$ cat src/rtl/int_alu_pkg.sv
package int_alu_pkg;

  localparam logic [5:0] OPC_SPECIAL = 6'h00;
  localparam logic [5:0] OPC_ADDI    = 6'h08;
  localparam logic [5:0] OPC_ADDIU   = 6'h09;
  localparam logic [5:0] OPC_SLTI    = 6'h0A;
  localparam logic [5:0] OPC_ANDI    = 6'h0C;
  localparam logic [5:0] OPC_ORI     = 6'h0D;
  localparam logic [5:0] OPC_XORI    = 6'h0E;

  localparam logic [5:0] FN_SLL  = 6'h00;
  localparam logic [5:0] FN_SRL  = 6'h02;
  localparam logic [5:0] FN_SRA  = 6'h03;
  localparam logic [5:0] FN_SLLV = 6'h04;
  localparam logic [5:0] FN_SRLV = 6'h06;
  localparam logic [5:0] FN_SRAV = 6'h07;
  localparam logic [5:0] FN_ADD  = 6'h20;
  localparam logic [5:0] FN_ADDU = 6'h21;
  localparam logic [5:0] FN_SUB  = 6'h22;
  localparam logic [5:0] FN_SUBU = 6'h23;
  localparam logic [5:0] FN_AND  = 6'h24;
  localparam logic [5:0] FN_OR   = 6'h25;
  localparam logic [5:0] FN_XOR  = 6'h26;
  localparam logic [5:0] FN_NOR  = 6'h27;
  localparam logic [5:0] FN_SLT  = 6'h2A;
  localparam logic [5:0] FN_SLTU = 6'h2B;

  localparam int IDX_W = 5;

  typedef enum logic [3:0] {
    ALU_ADD, ALU_SUB, ALU_AND, ALU_OR, ALU_XOR, ALU_NOR,
    ALU_SLT, ALU_SLTU, ALU_SLL, ALU_SRL, ALU_SRA
  } alu_op_e;

  typedef struct packed {
    alu_op_e          op;
    logic             src_imm;    // second operand is the immediate
    logic             imm_zext;   // zero-extend instead of sign-extend
    logic             shift_var;  // distance from rs value
    logic             trap_en;    // overflow requests a trap
    logic             legal;
    logic [IDX_W-1:0] dest;
  } dec_ctl_t;

endpackage

$ cat src/rtl/alu_decode.sv
module alu_decode
  import int_alu_pkg::*;
(
  input  logic [5:0]       opcode_i,
  input  logic [5:0]       funct_i,
  input  logic [IDX_W-1:0] rt_idx_i,
  input  logic [IDX_W-1:0] rd_idx_i,
  output dec_ctl_t         ctl_o
);

  always_comb begin
    ctl_o           = '0;
    ctl_o.op        = ALU_ADD;
    ctl_o.legal     = 1'b1;
    if (opcode_i == OPC_SPECIAL) begin
      ctl_o.dest = rd_idx_i;
      unique case (funct_i)
        FN_ADD:  begin ctl_o.op = ALU_ADD; ctl_o.trap_en = 1'b1; end
        FN_ADDU: ctl_o.op = ALU_ADD;
        FN_SUB:  begin ctl_o.op = ALU_SUB; ctl_o.trap_en = 1'b1; end
        FN_SUBU: ctl_o.op = ALU_SUB;
        FN_AND:  ctl_o.op = ALU_AND;
        FN_OR:   ctl_o.op = ALU_OR;
        FN_XOR:  ctl_o.op = ALU_XOR;
        FN_NOR:  ctl_o.op = ALU_NOR;
        FN_SLT:  ctl_o.op = ALU_SLT;
        FN_SLTU: ctl_o.op = ALU_SLTU;
        FN_SLL:  ctl_o.op = ALU_SLL;
        FN_SRL:  ctl_o.op = ALU_SRL;
        FN_SRA:  ctl_o.op = ALU_SRA;
        FN_SLLV: begin ctl_o.op = ALU_SLL; ctl_o.shift_var = 1'b1; end
        FN_SRLV: begin ctl_o.op = ALU_SRL; ctl_o.shift_var = 1'b1; end
        FN_SRAV: begin ctl_o.op = ALU_SRA; ctl_o.shift_var = 1'b1; end
        default: begin ctl_o.legal = 1'b0; ctl_o.dest = '0; end
      endcase
    end else begin
      ctl_o.dest    = rt_idx_i;
      ctl_o.src_imm = 1'b1;
      unique case (opcode_i)
        OPC_ADDI:  begin ctl_o.op = ALU_ADD; ctl_o.trap_en = 1'b1; end
        OPC_ADDIU: ctl_o.op = ALU_ADD;
        OPC_SLTI:  ctl_o.op = ALU_SLT;
        OPC_ANDI:  begin ctl_o.op = ALU_AND; ctl_o.imm_zext = 1'b1; end
        OPC_ORI:   begin ctl_o.op = ALU_OR;  ctl_o.imm_zext = 1'b1; end
        OPC_XORI:  begin ctl_o.op = ALU_XOR; ctl_o.imm_zext = 1'b1; end
        default:   begin ctl_o.legal = 1'b0; ctl_o.dest = '0; ctl_o.src_imm = 1'b0; end
      endcase
    end
  end

endmodule

$ cat src/rtl/alu_exec.sv
module alu_exec
  import int_alu_pkg::*;
#(
  parameter int DATA_W = 32,
  parameter int SH_W   = 5
) (
  input  dec_ctl_t          ctl_i,
  input  logic [15:0]       imm_i,
  input  logic [SH_W-1:0]   shamt_i,
  input  logic [DATA_W-1:0] rs_val_i,
  input  logic [DATA_W-1:0] rt_val_i,
  output logic [DATA_W-1:0] result_o,
  output logic              ovf_o
);

  localparam int EXT_W = DATA_W - 16;

  logic [DATA_W-1:0] imm_ext;
  logic [DATA_W-1:0] opnd_b;
  logic [DATA_W-1:0] sum;
  logic [DATA_W-1:0] diff;
  logic [SH_W-1:0]   sh_amt;
  logic              sgn_a, sgn_b;

  always_comb begin
    imm_ext = ctl_i.imm_zext ? {{EXT_W{1'b0}}, imm_i} : {{EXT_W{imm_i[15]}}, imm_i};
    opnd_b  = ctl_i.src_imm ? imm_ext : rt_val_i;
    sh_amt  = ctl_i.shift_var ? rs_val_i[SH_W-1:0] : shamt_i;
    sum     = rs_val_i + opnd_b;
    diff    = rs_val_i - opnd_b;
    sgn_a   = rs_val_i[DATA_W-1];
    sgn_b   = opnd_b[DATA_W-1];
  end

  always_comb begin
    ovf_o = 1'b0;
    unique case (ctl_i.op)
      ALU_ADD:  begin result_o = sum;  ovf_o = (sgn_a == sgn_b) && (sum[DATA_W-1] != sgn_a); end
      ALU_SUB:  begin result_o = diff; ovf_o = (sgn_a != sgn_b) && (diff[DATA_W-1] != sgn_a); end
      ALU_AND:  result_o = rs_val_i & opnd_b;
      ALU_OR:   result_o = rs_val_i | opnd_b;
      ALU_XOR:  result_o = rs_val_i ^ opnd_b;
      ALU_NOR:  result_o = ~(rs_val_i | opnd_b);
      ALU_SLT:  result_o = {{(DATA_W-1){1'b0}}, ($signed(rs_val_i) < $signed(opnd_b))};
      ALU_SLTU: result_o = {{(DATA_W-1){1'b0}}, (rs_val_i < opnd_b)};
      ALU_SLL:  result_o = rt_val_i << sh_amt;
      ALU_SRL:  result_o = rt_val_i >> sh_amt;
      ALU_SRA:  result_o = DATA_W'($signed(rt_val_i) >>> sh_amt);
      default:  result_o = '0;
    endcase
  end

endmodule

$ cat src/rtl/int_alu_dec.sv
module int_alu_dec
  import int_alu_pkg::*;
#(
  parameter int DATA_W      = 32,
  parameter int SYNC_STAGES = 2
) (
  input  logic              clk,
  input  logic              rst_n,
  input  logic [31:0]       instr_i,
  input  logic [DATA_W-1:0] rs_val_i,
  input  logic [DATA_W-1:0] rt_val_i,
  output logic [DATA_W-1:0] result_o,
  output logic [IDX_W-1:0]  dest_o,
  output logic              wr_en_o,
  output logic              ovf_trap_o,
  output logic              rsvd_o
);

  localparam int SH_W = 5;

  // reset: asserted asynchronously, released on a clock edge
  logic [SYNC_STAGES-1:0] rst_pipe;
  logic                   rst_q_n;

  always_ff @(posedge clk or negedge rst_n) begin
    if (!rst_n) rst_pipe <= '0;
    else        rst_pipe <= {rst_pipe[SYNC_STAGES-2:0], 1'b1};
  end
  assign rst_q_n = rst_pipe[SYNC_STAGES-1];

  dec_ctl_t          ctl;
  logic [DATA_W-1:0] exe_res;
  logic              exe_ovf;
  logic              unused_rs_idx;

  assign unused_rs_idx = ^instr_i[25:21];

  alu_decode u_dec (
    .opcode_i (instr_i[31:26]),
    .funct_i  (instr_i[5:0]),
    .rt_idx_i (instr_i[20:16]),
    .rd_idx_i (instr_i[15:11]),
    .ctl_o    (ctl)
  );

  alu_exec #(.DATA_W(DATA_W), .SH_W(SH_W)) u_exe (
    .ctl_i    (ctl),
    .imm_i    (instr_i[15:0]),
    .shamt_i  (instr_i[10:6]),
    .rs_val_i (rs_val_i),
    .rt_val_i (rt_val_i),
    .result_o (exe_res),
    .ovf_o    (exe_ovf)
  );

  // next state
  logic [DATA_W-1:0] res_d;
  logic [IDX_W-1:0]  dest_d;
  logic              we_d, trap_d, rsvd_d;

  always_comb begin
    res_d  = ctl.legal ? exe_res : '0;
    dest_d = ctl.dest;
    trap_d = ctl.legal && ctl.trap_en && exe_ovf;
    we_d   = ctl.legal && !trap_d;
    rsvd_d = !ctl.legal;
  end

  // registers
  always_ff @(posedge clk or negedge rst_q_n) begin
    if (!rst_q_n) begin
      result_o   <= '0;
      dest_o     <= '0;
      wr_en_o    <= 1'b0;
      ovf_trap_o <= 1'b0;
      rsvd_o     <= 1'b0;
    end else begin
      result_o   <= res_d;
      dest_o     <= dest_d;
      wr_en_o    <= we_d;
      ovf_trap_o <= trap_d;
      rsvd_o     <= rsvd_d;
    end
  end


  flags_excl_chk: assert property (@(posedge clk) disable iff (!rst_q_n)
    $onehot0({wr_en_o, ovf_trap_o, rsvd_o}));


  trap_no_write_chk: assert property (@(posedge clk) disable iff (!rst_q_n)
    ovf_trap_o |-> !wr_en_o);


  wrap_add_no_trap_chk: assert property (@(posedge clk) disable iff (!rst_q_n)
    (instr_i[31:26] == OPC_SPECIAL && instr_i[5:0] == FN_ADDU) |=> (wr_en_o && !ovf_trap_o));


  rsvd_opcode_chk: assert property (@(posedge clk) disable iff (!rst_q_n)
    (instr_i[31:26] == 6'h02) |=> (rsvd_o && !wr_en_o && result_o == '0));


  slt_bool_chk: assert property (@(posedge clk) disable iff (!rst_q_n)
    (instr_i[31:26] == OPC_SPECIAL && instr_i[5:0] == FN_SLT) |=> (result_o[DATA_W-1:1] == '0));


  andi_upper_zero_chk: assert property (@(posedge clk) disable iff (!rst_q_n)
    (instr_i[31:26] == OPC_ANDI) |=> (result_o[DATA_W-1:16] == '0 && !ovf_trap_o));


  rtype_dest_chk: assert property (@(posedge clk) disable iff (!rst_q_n)
    (instr_i[31:26] == OPC_SPECIAL && instr_i[5:0] == FN_AND) |=> (dest_o == $past(instr_i[15:11])));

endmodule

$ cat config.mk
export PLATFORM = sky130hd
export DESIGN_NAME = int_alu_dec
export DESIGN_NICKNAME = d
export VERILOG_FILES = /design/src/rtl/int_alu_pkg.sv /design/src/rtl/alu_decode.sv /design/src/rtl/alu_exec.sv /design/src/rtl/int_alu_dec.sv
export SDC_FILE = /design/constraint.sdc
export NUM_CORES = 1
export LEC_CHECK = 0
export ABC_AREA = 1
export BUFFER_PORTS_ARGS = -buffer_cell sky130_fd_sc_hd__buf_2
export CORE_MARGIN = 2
export CORE_UTILIZATION = 50
export DETAILED_ROUTE_END_ITERATION = 8
export PLACE_DENSITY = 0.73
export SLEW_MARGIN = 10
export SYNTH_ARGS = -nofsm -noshare
export SYNTH_HDL_FRONTEND = slang
export SYNTH_SLANG_ARGS = --single-unit
$ cat constraint.sdc
create_clock -name clk -period 1.5 [get_ports clk]
set_clock_uncertainty 0.15 [all_clocks]
set_input_delay 0.45 -clock clk [delete_from_list [all_inputs] [get_ports clk]]
set_output_delay 0.45 -clock clk [all_outputs]
set_load 0.05 [all_outputs]
==> flow_summary_export.csv, run 1 <==
group,metric,value,unit
outcome,status,"stopped before the end",
outcome,stop_stage,"5_1_grt",
outcome,firstError,"[ERROR GRT-0232] Routing congestion too high. Check the congestion heatmap in the GUI.",
yosys,syn-instance-count,2275,
cts,numCtsBuffers,5,
yosys,synth_nets,2479,
yosys,synth-seq-area-share,8.70,%
floorplanning,initial_utilization,51.1,%
yosys,synth_edf_count,0,
yosys,ys_seq_elements,42,
timing,postGrtWorstEndpoint,"result_o[26]$_DFF_PN0_/D",
grt,grt_usage,90.6,%
yosys,synthTopCellsByArea,"nand2_1 (19%), nand3_1 (19%), ha_1 (11%)",
yosys,async_flop_share,100,%
placed_design,hpwl,55300,um
yosys,synth_ff_type,"dfrtp_1",
grt,grt_overflow,975,
yosys,synth_top_area_cell,"nand2_1",
cts,cts_buffer_depth,2,
placed_design,gp_congestion,1.17,
cts,cts-root-buf,"clkbuf_16",
yosys,syn_area_per_cell,5.31,sq um
yosys,synthDominantCellAreaShare,19.1,%
floorplanning,die_x,159,um
placed_design,postPlaceCellArea,18200,sq um
floorplanning,rows,56,
yosys,synth.yosys.warnings,0,
placed_design,port_buffers,132,
timing,worstEpCategory,"sequential cell input",
yosys,syn_area,12100,sq um
cts,h-tree-depth,2,
floorplanning,die_h,159,um
grt,grt_max_degree,30,
cts,clock-sinks,42,
floorplanning,io-pin-count,138,
yosys,synth_cell_type_count,46,
[synthesized netlist by cell type, drive strengths merged, types with 10 or more instances]
library cell / count
nand3: 459
a21oi: 141
dfrtp: 42
o22ai: 10
nand2: 631
inv: 283
o21ai: 127
nor3: 28
o21bai: 11
xor2: 13
buf: 62
ha: 104
nand4: 42
clkbuf: 32
nor2: 237
[kinds of logic after synthesis]
family	count (synthesis)	share of synthesized area (%)
flip-flops	42	8.70
XOR/XNOR	13	0.943
AND/OR/NAND/NOR	1412	51.4
other	1	0.0310
adder cells (fa/ha/maj)	106	11.1
AO/OA/AOI/OAI	321	14.8
buffers and inverters	380	13.1
[through the flow]
stage,setup WS [ns],TNS [ns],std cells,utilization (%)
floorplan,-1.78,-57.26,2275,-
global placement,-2.79,-84.77,3274,77.0
detailed placement,-2.86,-87.47,3274,77.0
CTS,-2.00,-65.90,3327,84.9
[repair_timing]
item | in CTS
hold buffers | 1
endpoints found under the setup margin | 50
endpoints found under the hold margin | 2
pin swaps | 104
resized for setup | 339
setup buffers | 44
cloned | 3
[metal layers]
| metal | GRT overflow | GRT usage [%] |
|---|---|---|
| met2 | 661 | 110 |
| met1 | 8 | 84.9 |
| met5 | 2 | 42.6 |
| met3 | 9 | 74.9 |
| met4 | 295 | 101 |
==> run 2: changes to the inputs <==
--- a/config.mk
+++ b/config.mk
@@ -8,9 +8,9 @@
 export ABC_AREA = 1
 export BUFFER_PORTS_ARGS = -buffer_cell sky130_fd_sc_hd__buf_2
 export CORE_MARGIN = 2
-export CORE_UTILIZATION = 50
+export CORE_UTILIZATION = 35
 export DETAILED_ROUTE_END_ITERATION = 8
-export PLACE_DENSITY = 0.73
+export PLACE_DENSITY_LB_ADDON = 0.15
 export SLEW_MARGIN = 10
 export SYNTH_ARGS = -nofsm -noshare
 export SYNTH_HDL_FRONTEND = slang
==> flow_summary_export.csv, run 2 <==
group,metric,value,unit
worst_setup_path,end_kind,"flip-flop",
placed_design,port_buffers,132,
yosys,synth-compound-area-share,14.8,%
timing,layout_setup_ws,-2.15,ns
floorplanning,core_area,34300,sq um
timing,finalSetupViolations,46,
worst_setup_path,cp_max_fo,8,
placed_design,place_ws,-2.90,ns
detailed_routing,vias,19900,
floorplanning,die_area,36000,sq um
yosys,synth_top_area_cell,"nand2_1",
timing,grt_setup_unrepaired,"true",
worst_setup_path,r2r-start,"rst_pipe[1]$_DFF_PN0_",
outcome,violations,"negative setup slack",
timing,max_slew.worst_pin.slew,0.547,ns
grt,grt_pass1_vias,19300,
floorplanning,initial_utilization,35.2,%
pwr,combPwrFrac,80.1,%
detailed_routing,routed_via_density,5.56,
placed_design,gp_congestion,1.06,
yosys,syn_area,12100,sq um
timing,fin_crit,3.65,ns
yosys,synth.yosys.warnings,0,
cts,clock_latency,0.30,ns
cts,h-tree-depth,2,
final_layout,nNetsFinal,3327,
floorplanning,rows,68,
pwr,power_leakage,11.8,nW
yosys,async_flop_share,100,%
final_layout,drive_above_1_share,49.2,%
final_layout,antennaDiodeCount,0,
cts,numCtsBuffers,5,
yosys,synthDominantCellAreaShare,19.1,%
pwr,switchingPower,6.03,mW
outcome,status,"finished with violations",
yosys,synthAdderAreaFrac,11.1,%
yosys,synth_cell_type_count,46,
timing,fmax,0.274,GHz
final_layout,top_register,"result_o",
yosys,synth_edf_count,0,
pwr,internal-power,6.07,mW
yosys,synthSimpleGateAreaFrac,51.4,%
yosys,syn_area_per_cell,5.31,sq um
yosys,ys_seq_elements,42,
worst_setup_path,worstSetupPathType,"in2reg",
pwr,p_sw_share,49.8,%
final_layout,register_area,1050,sq um
yosys,syn-instance-count,2275,
grt,grt_usage,41.6,%
yosys,synth-seq-area-share,8.70,%
yosys,yosys.cell_count.top_type,"nand2_1",
timing,fin_crit_sh,243,%
detailed_routing,first_pass_iters,6,
yosys,yosys.area_share.xor_xnor,0.943,%
final_layout,reg_top3,"result_o (32), dest_o (5), rst_pipe (2)",
pwr,power,12.1,mW
yosys,synthTopCellsByCount,"nand2_1 (616), nand3_1 (452), inv_1 (274)",
final_layout,largest_reg_flops,32,
final_layout,final_cell_mix,"buf_4 (699), nand2_1 (511), nand3_1 (402)",
cts,cts_buffer_depth,2,
worst_setup_path,arrival,3.70,ns
cts,clk_pin_slew,0.08,ns
final_layout,fillers,3027,
worst_setup_path,start_kind,"primary input",
timing,relSlewSlack,63.4,%
yosys,synthMuxAreaShare,0,%
floorplanning,die_h,190,um
final_layout,final_common_cell,"buf_4",
worst_setup_path,startpoint,"instr_i[30]",
cts,cts_tree,"built",
pwr,ir_drop,504,uV
grt,grt_max_degree,38,
cts,cts-root-buf,"clkbuf_16",
min_path,hp-class,"reg2async",
grt,grt_overflow,0,
grt,grt_pass1_wl,113000,um
timing,slew_violations,0,
timing,fin_hold_ws,0.0644,ns
pwr,clockPowerShare,9.9,%
floorplanning,io-pin-count,138,
worst_setup_path,cp_common_cell,"nand2_4",
pwr,p_per_area,530,nW/um^2
grt,antenna_found_initial,0,
detailed_routing,postRouteAntennaNets,0,
floorplanning,die_x,190,um
flow_run,maxCapViolCount,0,
yosys,synth_ff_type,"dfrtp_1",
yosys,synthTopCellsByArea,"nand2_1 (19%), nand3_1 (19%), ha_1 (11%)",
worst_setup_path,cp_slowest_cell,"ha_4",
detailed_routing,drt-total-wl,78200,um
timing,hold_viol_final,0,
placed_design,hpwl,62000,um
yosys,synth_nets,2479,
detailed_routing,drtIter0Drc,1943,
worst_setup_path,worstPathRequired,1.56,ns
pwr,pwr-share-seq,10.0,%
detailed_routing,drc,0,
worst_setup_path,crit_path_max_incr_delay,0.29,ns
cts,clock-sinks,42,
detailed_routing,wire_per_inst,21.8,um
final_layout,area_delta_synth_final,89.1,%
final_layout,multi_input_area,12300,sq um
yosys,synth_top_family_by_area,"simple AND/OR/NAND/NOR gates",
-- run 2: cell counts after synthesis --
No cell type changed its count.
-- run 2: stage by stage --
step                      setup TNS, ns  util [%]  std cells  area (sq um)
after floorplan                  -57.26         -       2275         12600
after global routing             -74.97      66.6       3579         22800
final                            -69.94      66.6       3579         22800
after CTS                        -63.58      63.4       3542         21700
after detailed placement         -91.34      54.8       3457         18800
after global placement           -89.06      54.8       3457         18800
-- run 2: power by group through the flow --
stage / Combinational [mW] / Sequential [mW] / Clock [mW]
after floorplan: 3.29 / 1.38 / 0
after global placement: 7.29 / 1.23 / 0
after detailed placement: 7.34 / 1.23 / 0
after CTS: 8.75 / 1.21 / 1.21
after global routing: 10.2 / 1.21 / 1.24
final: 9.69 / 1.21 / 1.20
-- run 2: kinds of logic after synthesis --
| family | after synthesis |
|---|---|
| buf+inv | 380 |
| other cells | 1 |
| fa+ha+maj | 106 |
| xor+xnor | 13 |
| compound gates | 321 |
| simple gates | 1412 |
| flops | 42 |
-- run 2: area by class of cell --
cell class / instances / share of cell area (%)
inverter: 286 / 4.96
multi-input combinational: 1853 / 54.0
sequential: 42 / 4.61
clock buffer: 5 / 0.548
clock inverter: 3 / 0.104
timing repair buffer: 934 / 33.3
timing repair inverter: 1 / 0.0383
tap: 455 / 2.49
-- run 2: routing by layer --
metal  GRT usage, %  wire, um  vias up  share of wire [%]
met5              0         0        -                  0
met4           24.5      6070        0                7.8
met3           6.11      6000      330                7.7
met2           71.5     36300     1038                 46
met1           49.2     29800     9342                 38
li1               -         -     9200                  -
-- run 2: critical path: cells and delay by family --
kind	cells	cell delay (ns)
simple gates	15	1.36
buf+inv	10	1.06
compound gates	5	0.53
fa+ha+maj	1	0.29
-- run 2: worst paths after layout --
path                                     endpoint  cells past startpoint  slack (ns)
max                        result_o[15]$_DFF_PN0_                     31       -2.15
min                         result_o[2]$_DFF_PN0_                      0        0.06
max reg2reg                result_o[28]$_DFF_PN0_                      1        0.61
min reg2reg                 result_o[2]$_DFF_PN0_                      0        0.06
max in group asynchronous  result_o[28]$_DFF_PN0_                      1        0.61
min in group clk              dest_o[2]$_DFF_PN0_                      2        0.21
-- run 2: what timing repair did --
| action | CTS | global route |
|---|---|---|
| endpoints found under the hold margin | 2 | 0 |
| pin swaps | 144 | 133 |
| endpoints found under the setup margin | 56 | 59 |
| hold buffers | 1 | 0 |
| cloned | 3 | 0 |
| resized for setup | 565 | 234 |
| setup buffers | 88 | 40 |
Power figures use the tool's default switching activity.
==> run 3: changes to the inputs <==
--- a/config.mk
+++ b/config.mk
@@ -6,10 +6,10 @@
 export NUM_CORES = 1
 export LEC_CHECK = 0
 export ABC_AREA = 1
-export BUFFER_PORTS_ARGS = -buffer_cell sky130_fd_sc_hd__buf_2
 export CORE_MARGIN = 2
 export CORE_UTILIZATION = 35
 export DETAILED_ROUTE_END_ITERATION = 8
+export DONT_BUFFER_PORTS = 1
 export PLACE_DENSITY_LB_ADDON = 0.15
 export SLEW_MARGIN = 10
 export SYNTH_ARGS = -nofsm -noshare
==> flow_summary_export.csv, run 3 (same netlist as run 2, synthesis figures left out) <==
group,metric,value,unit
pwr,power,11.5,mW
timing,grt_setup_unrepaired,"true",
final_layout,top_register,"result_o",
cts,clk_pin_slew,0.08,ns
floorplanning,die_area,36000,sq um
worst_setup_path,reg2reg_slack,0.85,ns
worst_setup_path,cp_max_fo,6,
min_path,hp-class,"reg2async",
detailed_routing,drc,0,
final_layout,fillers,3274,
timing,slew_violations,0,
final_layout,area_delta_synth_final,78.0,%
grt,grt_pass1_vias,18200,
placed_design,hpwl,62500,um
worst_setup_path,startpoint,"instr_i[30]",
cts,clock-sinks,42,
pwr,p_per_area,536,nW/um^2
worst_setup_path,arrival,3.59,ns
placed_design,place_inst,3311,
detailed_routing,postRouteAntennaNets,0,
pwr,internal-power,5.75,mW
grt,grt_overflow,0,
detailed_routing,wire_per_inst,22.2,um
final_layout,postLayoutCellArea,21500,sq um
timing,fin_crit,3.54,ns
timing,fmax,0.282,GHz
cts,cts_tree,"built",
timing,hold_viol_final,0,
timing,finalSetupViolations,48,
worst_setup_path,cp-endpoint,"result_o[21]$_DFF_PN0_",
grt,grt_use_met1,49.4,%
floorplanning,die_h,190,um
floorplanning,rows,68,
final_layout,final_cells,3414,
timing,max_slew.worst_pin.slew,0.575,ns
floorplanning,initial_utilization,35.2,%
pwr,combPwrFrac,78.8,%
grt,grt_use_met3,6.70,%
pwr,power_leakage,11.0,nW
pwr,pwr-share-seq,10.5,%
detailed_routing,drt-total-wl,75900,um
worst_setup_path,worstSetupPathType,"in2reg",
floorplanning,io-pin-count,138,
outcome,status,"finished with violations",
worst_setup_path,r2r-start,"rst_pipe[1]$_DFF_PN0_",
final_layout,drive_above_1_share,44.4,%
worst_setup_path,worstPathRequired,1.55,ns
final_layout,final_common_cell,"buf_4",
floorplanning,core_area,34300,sq um
placed_design,gp_congestion,1.06,
timing,layout_setup_ws,-2.04,ns
detailed_routing,first_pass_iters,6,
final_layout,nNetsFinal,3162,
grt,antenna_found_initial,1,
timing,fin_crit_sh,236,%
detailed_routing,drtIter0Drc,1758,
placed_design,postPlaceCellArea,18000,sq um
cts,h-tree-depth,2,
cts,cts-root-buf,"clkbuf_16",
cts,cts_buffer_depth,2,
floorplanning,die_x,190,um
worst_setup_path,ff2ff_path_depth,1,
cts,clock_latency,0.31,ns
timing,tns,-64.24,ns
worst_setup_path,start_kind,"primary input",
placed_design,place_ws,-2.95,ns
pwr,clockPowerShare,10.7,%
final_layout,reg_top3,"result_o (32), dest_o (5), rst_pipe (2)",
grt,grt_usage,40.9,%
detailed_routing,routed_via_density,5.58,
timing,relSlewSlack,61.7,%
grt,grt_max_degree,41,
flow_run,maxCapViolCount,0,
placed_design,port_buffers,0,
grt,busiest_layer,"met2",
worst_setup_path,r2r-end,"dest_o[2]$_DFF_PN0_",
pwr,ir_drop,463,uV
final_layout,largest_reg_flops,32,
outcome,violations,"negative setup slack",
pwr,p_sw_share,50.1,%
worst_setup_path,end_kind,"flip-flop",
final_layout,final_cell_mix,"buf_4 (659), nand2_1 (529), nand3_1 (404)",
final_layout,antennaDiodeCount,0,
cts,numCtsBuffers,5,
detailed_routing,vias,19000,
pwr,switchingPower,5.77,mW
grt,grt_pass1_wl,110000,um
grt,use_met2,68.9,%
## run 3: cell count changes in the layout (fill, tap and decap cells not counted), sizes merged
cell,previous run,this run
clkbuf,17,6
buf,920,764
clkinv,4,7
inv,283,282
## run 3: area by class of cell
class / instances / area (sq um) / area share [%]
Inverter: 286 / 1150 / 5.35
Timing Repair inverter: 3 / 36.3 / 0.169
Timing Repair Buffer: 767 / 6520 / 30.3
Clock inverter: 3 / 21.3 / 0.0989
Clock buffer: 5 / 125 / 0.582
Tap cell: 455 / 569 / 2.65
Multi-Input combinational cell: 1853 / 12000 / 55.9
Sequential cell: 42 / 1060 / 4.92
## run 3: how the worst min path moves through the flow
stage	slack [ns]	start	endpoint
floorplan	0.004	rst_n	rst_pipe[0]$_DFF_PN0_
global placement	0.005	rst_n	rst_pipe[1]$_DFF_PN0_
detailed placement	0.004	rst_n	rst_pipe[1]$_DFF_PN0_
CTS	0.11	rst_pipe[1]$_DFF_PN0_	result_o[26]$_DFF_PN0_
global route	0.12	instr_i[19]	dest_o[3]$_DFF_PN0_
finish	0.1	rst_pipe[1]$_DFF_PN0_	result_o[26]$_DFF_PN0_
## run 3: repair_timing
| item | in CTS | in global routing |
|---|---|---|
| resized for setup | 431 | 234 |
| setup buffers | 53 | 47 |
| pin swaps | 158 | 159 |
| gates cloned | 4 | 1 |
| endpoints found under the setup margin | 50 | 48 |
| endpoints found under the hold margin | 2 | 0 |
| hold buffers | 1 | 0 |
## run 3: power by group through the flow
stage          logic (mW)  registers, mW  clock network [mW]
6_report             9.08           1.21                1.24
5_1_grt              9.60           1.21                1.27
4_1_cts              8.07           1.21                1.23
3_5_place_dp         7.00           1.23                   0
3_3_place_gp         6.97           1.23                   0
2_1_floorplan        3.29           1.38                   0
## run 3: metal layers
metal  up-vias  share of wire, %
met1      8987                39
met3       249               7.7
li1       8857                 -
met2       939                46
met4         2               6.9
met5         -             0.018
## run 3: through the flow
step | hold slack [ns] | utilization, %
detailed placement | 0.00450 | 52.6
CTS | 0.113 | 59.0
floorplan | 0.00441 | -
global placement | 0.00452 | 52.6
finish | 0.0980 | 62.7
global route | 0.121 | 62.7
## run 3: worst max-delay path, stage by stage
cell,delay (ns)
nor2_4,0.11
inv_4,0.06
nor3_4,0.21
o21ai_4,0.12
buf_6,0.13
a21oi_4,0.15
buf_12,0.15
buf_4,0.12
a21oi_4,0.05
inv_2,0.10
ha_4,0.21
nor2_2,0.16
inv_1,0.10
nor2_2,0.10
inv_2,0.07
nor3_4,0.19
o21ai_1,0.10
nand3b_1,0.23
buf_4,0.16
a21oi_1,0.06
o21a_1,0.14
nor2_4,0.18
nand2_1,0.07
nor2_1,0.08
nor2_1,0.04
